$ cat config.mk
export PLATFORM = sky130hd
export DESIGN_NAME = seq_regfile
export DESIGN_NICKNAME = d
export VERILOG_FILES = /design/src/rtl/seq_pkg.sv /design/src/rtl/seq_index_reg.sv /design/src/rtl/seq_core_regs.sv /design/src/rtl/seq_font_map.sv /design/src/rtl/seq_regfile.sv
export SDC_FILE = /design/constraint.sdc
export NUM_CORES = 1
export LEC_CHECK = 0
export ABC_AREA = 1
export BUFFER_PORTS_ARGS = -buffer_cell sky130_fd_sc_hd__clkbuf_2
export CAP_MARGIN = 20
export CORE_MARGIN = 2
export CORE_UTILIZATION = 50
export DETAILED_ROUTE_END_ITERATION = 12
export PLACE_DENSITY = 0.86
export SLEW_MARGIN = 20
export SYNTH_ARGS = -nofsm -noshare
export SYNTH_HDL_FRONTEND = slang
export SYNTH_SLANG_ARGS = --single-unit
$ cat constraint.sdc
create_clock -name clk -period 3.1 [get_ports clk]
set_input_delay 0.31 -clock clk [delete_from_list [all_inputs] [get_ports clk]]
set_output_delay 0.31 -clock clk [all_outputs]
set_load 0.005 [all_outputs]
$ cat src/rtl/seq_pkg.sv
package seq_pkg;
  localparam int DW            = 8;
  localparam int PLANES        = 4;
  localparam int FONT_SEL_W    = 3;
  localparam int BANK_SHIFT    = 13;
  localparam int FONT_ADDR_W   = FONT_SEL_W + BANK_SHIFT;

  localparam logic [DW-1:0] IX_RESET   = 8'h00;
  localparam logic [DW-1:0] IX_CLOCK   = 8'h01;
  localparam logic [DW-1:0] IX_PLANE   = 8'h02;
  localparam logic [DW-1:0] IX_FONT    = 8'h03;
  localparam logic [DW-1:0] IX_MEMMODE = 8'h04;

  localparam int SCREEN_OFF_BIT = 5;
  localparam int CHAIN_BIT      = 3;

  function automatic logic is_local(input logic [DW-1:0] ix);
    return ix <= IX_MEMMODE;
  endfunction
endpackage

$ cat src/rtl/seq_index_reg.sv
module seq_index_reg
  import seq_pkg::*;
#(
  parameter int IDX_BITS = 4
) (
  input  logic          clk,
  input  logic          rst_n,
  input  logic          load,
  input  logic [DW-1:0] din,
  output logic [DW-1:0] q
);
  localparam logic [DW-1:0] IDX_MASK = DW'((1 << IDX_BITS) - 1);

  logic [DW-1:0] d;

  always_comb begin
    d = din & IDX_MASK;
  end

  always_ff @(posedge clk or negedge rst_n) begin
    if (!rst_n) begin
      q <= '0;
    end else if (load) begin
      q <= d;
    end
  end
endmodule

$ cat src/rtl/seq_core_regs.sv
module seq_core_regs
  import seq_pkg::*;
(
  input  logic              clk,
  input  logic              rst_n,
  input  logic              wr_en,
  input  logic [DW-1:0]     idx,
  input  logic [DW-1:0]     wdata,
  output logic [DW-1:0]     reset_q,
  output logic [DW-1:0]     clock_q,
  output logic [PLANES-1:0] plane_q,
  output logic [DW-1:0]     font_q,
  output logic [DW-1:0]     mem_q,
  output logic              rst_evt_q,
  output logic              resize_q,
  output logic              remap_q
);
  localparam logic [DW-1:0] KEEP_MASK = ~(DW'(1) << SCREEN_OFF_BIT);

  logic en_reset, en_clock, en_plane, en_font, en_mem;
  logic rst_evt_d, resize_d, remap_d;

  always_comb begin
    en_reset  = wr_en && (idx == IX_RESET);
    en_clock  = wr_en && (idx == IX_CLOCK);
    en_plane  = wr_en && (idx == IX_PLANE);
    en_font   = wr_en && (idx == IX_FONT);
    en_mem    = wr_en && (idx == IX_MEMMODE);
    rst_evt_d = en_reset && ((reset_q[1:0] ^ wdata[1:0]) != 2'b00);
    resize_d  = en_clock && (((clock_q ^ wdata) & KEEP_MASK) != '0);
    remap_d   = en_mem;
  end

  always_ff @(posedge clk or negedge rst_n) begin
    if (!rst_n) begin
      reset_q   <= '0;
      clock_q   <= '0;
      plane_q   <= '0;
      font_q    <= '0;
      mem_q     <= '0;
      rst_evt_q <= 1'b0;
      resize_q  <= 1'b0;
      remap_q   <= 1'b0;
    end else begin
      if (en_reset) reset_q <= wdata;
      if (en_clock) clock_q <= wdata;
      if (en_plane) plane_q <= wdata[PLANES-1:0];
      if (en_font)  font_q  <= wdata;
      if (en_mem)   mem_q   <= wdata;
      rst_evt_q <= rst_evt_d;
      resize_q  <= resize_d;
      remap_q   <= remap_d;
    end
  end
endmodule

$ cat src/rtl/seq_font_map.sv
module seq_font_map
  import seq_pkg::*;
(
  input  logic [1:0]             hi_bits,
  input  logic                   lo_bit,
  output logic [FONT_ADDR_W-1:0] base
);
  logic [FONT_SEL_W-1:0] sel;

  always_comb begin
    sel  = {hi_bits, lo_bit};
    base = {sel, {BANK_SHIFT{1'b0}}};
  end
endmodule

$ cat src/rtl/seq_regfile.sv
module seq_regfile
  import seq_pkg::*;
#(
  parameter int IDX_BITS = 4
) (
  input  logic                   clk,
  input  logic                   rst_n,
  input  logic                   sel_idx,
  input  logic                   sel_dat,
  input  logic                   wr_en,
  input  logic                   rd_en,
  input  logic [DW-1:0]          wdata,
  output logic [DW-1:0]          rdata,
  output logic                   ext_wr,
  output logic                   ext_rd,
  output logic [DW-1:0]          ext_idx,
  output logic [DW-1:0]          ext_wdata,
  input  logic [DW-1:0]          ext_rdata,
  input  logic                   ext_hit,
  output logic                   seq_rst_req,
  output logic                   seq_rst_evt,
  output logic                   blank,
  output logic                   attr_dis,
  output logic                   resize_pulse,
  output logic [PLANES-1:0]      plane_en,
  output logic [4*DW-1:0]        plane_mask32,
  output logic [4*DW-1:0]        plane_nmask32,
  output logic [FONT_ADDR_W-1:0] font_a_base,
  output logic [FONT_ADDR_W-1:0] font_b_base,
  output logic                   chained,
  output logic                   remap_pulse
);
  logic [DW-1:0]     idx_q;
  logic [DW-1:0]     reset_q, clock_q, font_q, mem_q;
  logic [PLANES-1:0] plane_q;
  logic              idx_wr, dat_wr, dat_rd, local_hit;

  always_comb begin
    idx_wr    = wr_en && sel_idx;
    dat_wr    = wr_en && sel_dat && !sel_idx;
    dat_rd    = rd_en && sel_dat && !sel_idx;
    local_hit = is_local(idx_q);
  end

  seq_index_reg #(.IDX_BITS(IDX_BITS)) u_index (
    .clk  (clk),
    .rst_n(rst_n),
    .load (idx_wr),
    .din  (wdata),
    .q    (idx_q)
  );

  seq_core_regs u_core (
    .clk      (clk),
    .rst_n    (rst_n),
    .wr_en    (dat_wr),
    .idx      (idx_q),
    .wdata    (wdata),
    .reset_q  (reset_q),
    .clock_q  (clock_q),
    .plane_q  (plane_q),
    .font_q   (font_q),
    .mem_q    (mem_q),
    .rst_evt_q(seq_rst_evt),
    .resize_q (resize_pulse),
    .remap_q  (remap_pulse)
  );

  // Two font selects, each with a two-bit high field and one scattered LSB
  logic [1:0] fhi [2];
  logic       flo [2];
  logic [FONT_ADDR_W-1:0] fbase [2];

  always_comb begin
    fhi[0] = font_q[1:0];
    flo[0] = font_q[4];
    fhi[1] = font_q[3:2];
    flo[1] = font_q[5];
  end

  for (genvar g = 0; g < 2; g++) begin : g_font
    seq_font_map u_map (
      .hi_bits(fhi[g]),
      .lo_bit (flo[g]),
      .base   (fbase[g])
    );
  end

  assign font_a_base = fbase[0];
  assign font_b_base = fbase[1];

  for (genvar p = 0; p < PLANES; p++) begin : g_plane
    assign plane_mask32[p*DW +: DW] = {DW{plane_q[p]}};
  end
  assign plane_nmask32 = ~plane_mask32;
  assign plane_en      = plane_q;

  assign seq_rst_req = (reset_q[1:0] != 2'b11);
  assign blank       = clock_q[SCREEN_OFF_BIT];
  assign attr_dis    = clock_q[SCREEN_OFF_BIT];
  assign chained     = mem_q[CHAIN_BIT];

  assign ext_idx   = idx_q;
  assign ext_wdata = wdata;
  assign ext_wr    = dat_wr && !local_hit;
  assign ext_rd    = dat_rd && !local_hit;

  always_comb begin
    rdata = '0;
    if (rd_en && sel_idx) begin
      rdata = idx_q;
    end else if (dat_rd) begin
      case (idx_q)
        IX_RESET:   rdata = reset_q;
        IX_CLOCK:   rdata = clock_q;
        IX_PLANE:   rdata = {{(DW-PLANES){1'b0}}, plane_q};
        IX_FONT:    rdata = font_q;
        IX_MEMMODE: rdata = mem_q;
        default:    rdata = ext_hit ? ext_rdata : '0;
      endcase
    end
  end
endmodule

==> results by group <==
Timing
  – Worst-Margin Slew: 0.938 ns
  – Fin. max-slew vios: 0
  – Tmin final: 2.48 ns
  – Clk_skew: about 0.003 ns
  – Worst Slack Setup Final: a little over 0.6 ns
  – Tcrit/Tclk final: 80.1%
  – Hold slack final: about 0.15 ns
  – Final hold violation count: 0
  – Fmax: just over 400 MHz
  – Max_slew headroom: a little under two fifths
  – Final count of negative-setup-slack endpoints: 0
  – Total negative slack: 0 ns
  – RSZ-0062 raised after global routing: no

Synthesis
  – Flops & latches, synth: 43
  – Post-synthesis area per instance: 8.04 µm²
  – Synth unique cells: 25
  – Cells after Synth: between 400 and 500
  – Seq/Total Area, Yosys: roughly 33%
  – Syn Std Cell Area: approximately 3200 µm²
  – Synth warnings: 0

CTS
  – CTS tree: done
  – Hold_buf cts: 0
  – Sink Count: 43
  – Post-CTS setup repair buffer count: 0
  – Root Driver: clkbuf_8
  – Worst skew pair latency: roughly 0.3 ns
  – Post-CTS Resized: 0
  – H-tree levels: 2
  – Clock buffer depth: 2
  – Total CTS buffers: 5
  – CTS clk-pin slew, worst paths: 0.08 ns

Outcome
  – Status: finished clean

Worst setup path
  – R2R Path Start: u_index.q[3]
  – Crit path max fanout: 30
  – Crit end category: output pin
  – CP startpoint kind: flip-flop
  – Critical Path AT: about 2.2 ns
  – Worst R2R End: u_core.clock_q[2]
  – Data required, critical path: about 2.8 ns
  – Setup CP Type: reg -> out
  – R2R Setup Slk: 1.26 ns
  – Worst reg-to-reg path cell count: 4

Pwr
  – Leak pwr: roughly 1.9 nW
  – VDD IR max: ~0.33 mV
  – Pwr per Cell Area: 630 nW/µm²

Floorplan
  – Die height: roughly 85 µm
  – Num ports: between 150 and 200
  – Initial Util: around half
  – Die footprint: between 7000 and 8000 µm²
  – Placeable Area: 6310 µm²
  – Rows: 29
  – Die X: 84.5 µm

Flow run
  – Max-capacitance violation count: 0

Place
  – Placer Congestion: 0.893
  – Port Buffers: between 100 and 150
  – Pre-CTS setup slack: around 1.0 ns
  – Post-DP HPWL: approximately 5 mm

GRT
  – Vias in the first global route: around 2200
  – Largest net degree at the start of global routing: 44
  – First-pass GRT wire length: around 11 mm
  – Congestion Overflow GR: 0
  – Initial antenna violation count: 0
  – Total Routing Usage GR: a little under a fifth

Cells and area
  – ANT cells: 0
  – Synth-to-layout area growth: 0.811%
  – Share of layout cells above drive strength 1: a little over a third
  – Nets: approximately 470

Route
  – First DRT Iteration DRCs: about 230
  – Total routed wirelength: 6.78 mm
  – DR vias/cell: around 4.9
  – Residual DRC: 0
  – Post-DRT Antenna Nets: 0
  – Vias: roughly 2600
  – Router iterations before antenna repair: 5
  – WL/cell: ~13 µm

Min path
  – Min-Delay Path Class: in -> async
-- cell type report --
class                   count  area [µm²]
fillers                   601        3050
repair buffers            125         626
clock buffers               8         100
multi-input cells         245        1260
well taps                  77        96.3
inverters                  28         106
flip-flops and latches     43        1080
-- cells by family after synthesis --
logic type | Yosys count | share of synthesized area (%)
compound gates | 46 | 8.49
buf+inv | 144 | 31.2
simple gates | 160 | 24.6
flops | 43 | 33.2
other cells | 1 | 0.116
xor+xnor | 9 | 2.43
-- routing by layer --
layer / part of all wire, % / track usage [%]
met5: 0 / 0
met2: 52 / 33.5
met4: 1.3 / 4.04
met3: 8.0 / 3.64
met1: 39 / 23.3
-- flip-flops by register name, summed over array words and instances, names as in the netlist --
signal            count
u_core.clock_q        8
u_core.font_q         8
u_core.mem_q          8
u_core.plane_q        4
u_core.remap_q        1
u_core.reset_q        8
u_core.resize_q       1
u_core.rst_evt_q      1
u_index.q             4
-- through the flow --
step / area (µm²) / cells / power, W / util, %
2_1_floorplan: 3350 / 432 / 0.00164 / -
3_3_place_gp: 3170 / 518 / 0.00164 / 50.2
3_5_place_dp: 3170 / 518 / 0.00167 / 50.2
4_1_cts: 3270 / 526 / 0.00207 / 51.7
5_1_grt: 3270 / 526 / 0.00220 / 51.7
6_report: 3270 / 526 / 0.00206 / 51.7
-- worst max path at each step --
| stage | slack, ns | end | from | depth (start not counted) |
|---|---|---|---|---|
| 6_report | 0.62 | rdata[1] | u_index.q[3] | 8 |
| 5_1_grt | 0.47 | rdata[1] | u_index.q[3] | 8 |
| 4_1_cts | 0.65 | rdata[1] | u_index.q[3] | 8 |
| 3_5_place_dp | 1.03 | rdata[1] | u_index.q[3] | 8 |
| 3_3_place_gp | 1.09 | rdata[0] | u_index.q[3] | 8 |
| 2_1_floorplan | 1.51 | rdata[2] | u_index.q[3] | 9 |
-- cell usage after synthesis --
| cell | count | area share [%] |
|---|---|---|
| nand2_4 | 1 | 0.35 |
| a21oi_1 | 12 | 1.9 |
| a21oi_2 | 1 | 0.27 |
| dfrtp_1 | 43 | 33 |
| nor2_4 | 2 | 0.69 |
| buf_2 | 2 | 0.31 |
| buf_4 | 107 | 25 |
| buf_12 | 1 | 0.62 |
| nand2_1 | 77 | 8.9 |
| inv_1 | 24 | 2.8 |
| buf_8 | 1 | 0.46 |
| nor2_8 | 3 | 1.9 |
| nand4_1 | 1 | 0.19 |
| nand3_4 | 5 | 2.7 |
| conb_1 | 1 | 0.12 |
| xnor2_1 | 9 | 2.4 |
| o21ai_0 | 21 | 3.2 |
| o21ai_2 | 8 | 2.2 |
| clkinv_2 | 1 | 0.15 |
| nand3_1 | 42 | 6.5 |
| buf_6 | 5 | 1.7 |
| inv_2 | 3 | 0.35 |
| o21ai_4 | 1 | 0.50 |
| o21ai_1 | 3 | 0.46 |
| nor2_1 | 29 | 3.4 |
-- critical path, stage by stage, from the launching register on --
cell,delay [ns]
dfrtp_1,0.49
nor2_4,0.65
nand2_1,0.21
nor2_1,0.16
nor2_1,0.06
nand2_1,0.09
nand2_1,0.06
nand2_1,0.05
clkbuf_2,0.11
-- report_power, final --
part / switching, W / total, W / internal, W
logic: 0.000425 / 0.000775 / 0.000351
clock network: 0.000195 / 0.000399 / 0.000204
registers: 0.000171 / 0.000885 / 0.000714
total: 0.000791 / 0.00206 / 0.00127
-- cells in the final DEF (no fill, tap or decap), drive strengths merged --
cell,netlist,final
xnor2,9,9
a21oi,13,13
nand3,47,47
nand4,1,1
clkinv,1,1
o21ai,33,33
clkbuf,0,132
dfrtp,43,43
nand2,78,78
nor2,34,34
buf,116,1
inv,27,27
conb,1,30
No activity file was read; power rests on OpenSTA's default activity.
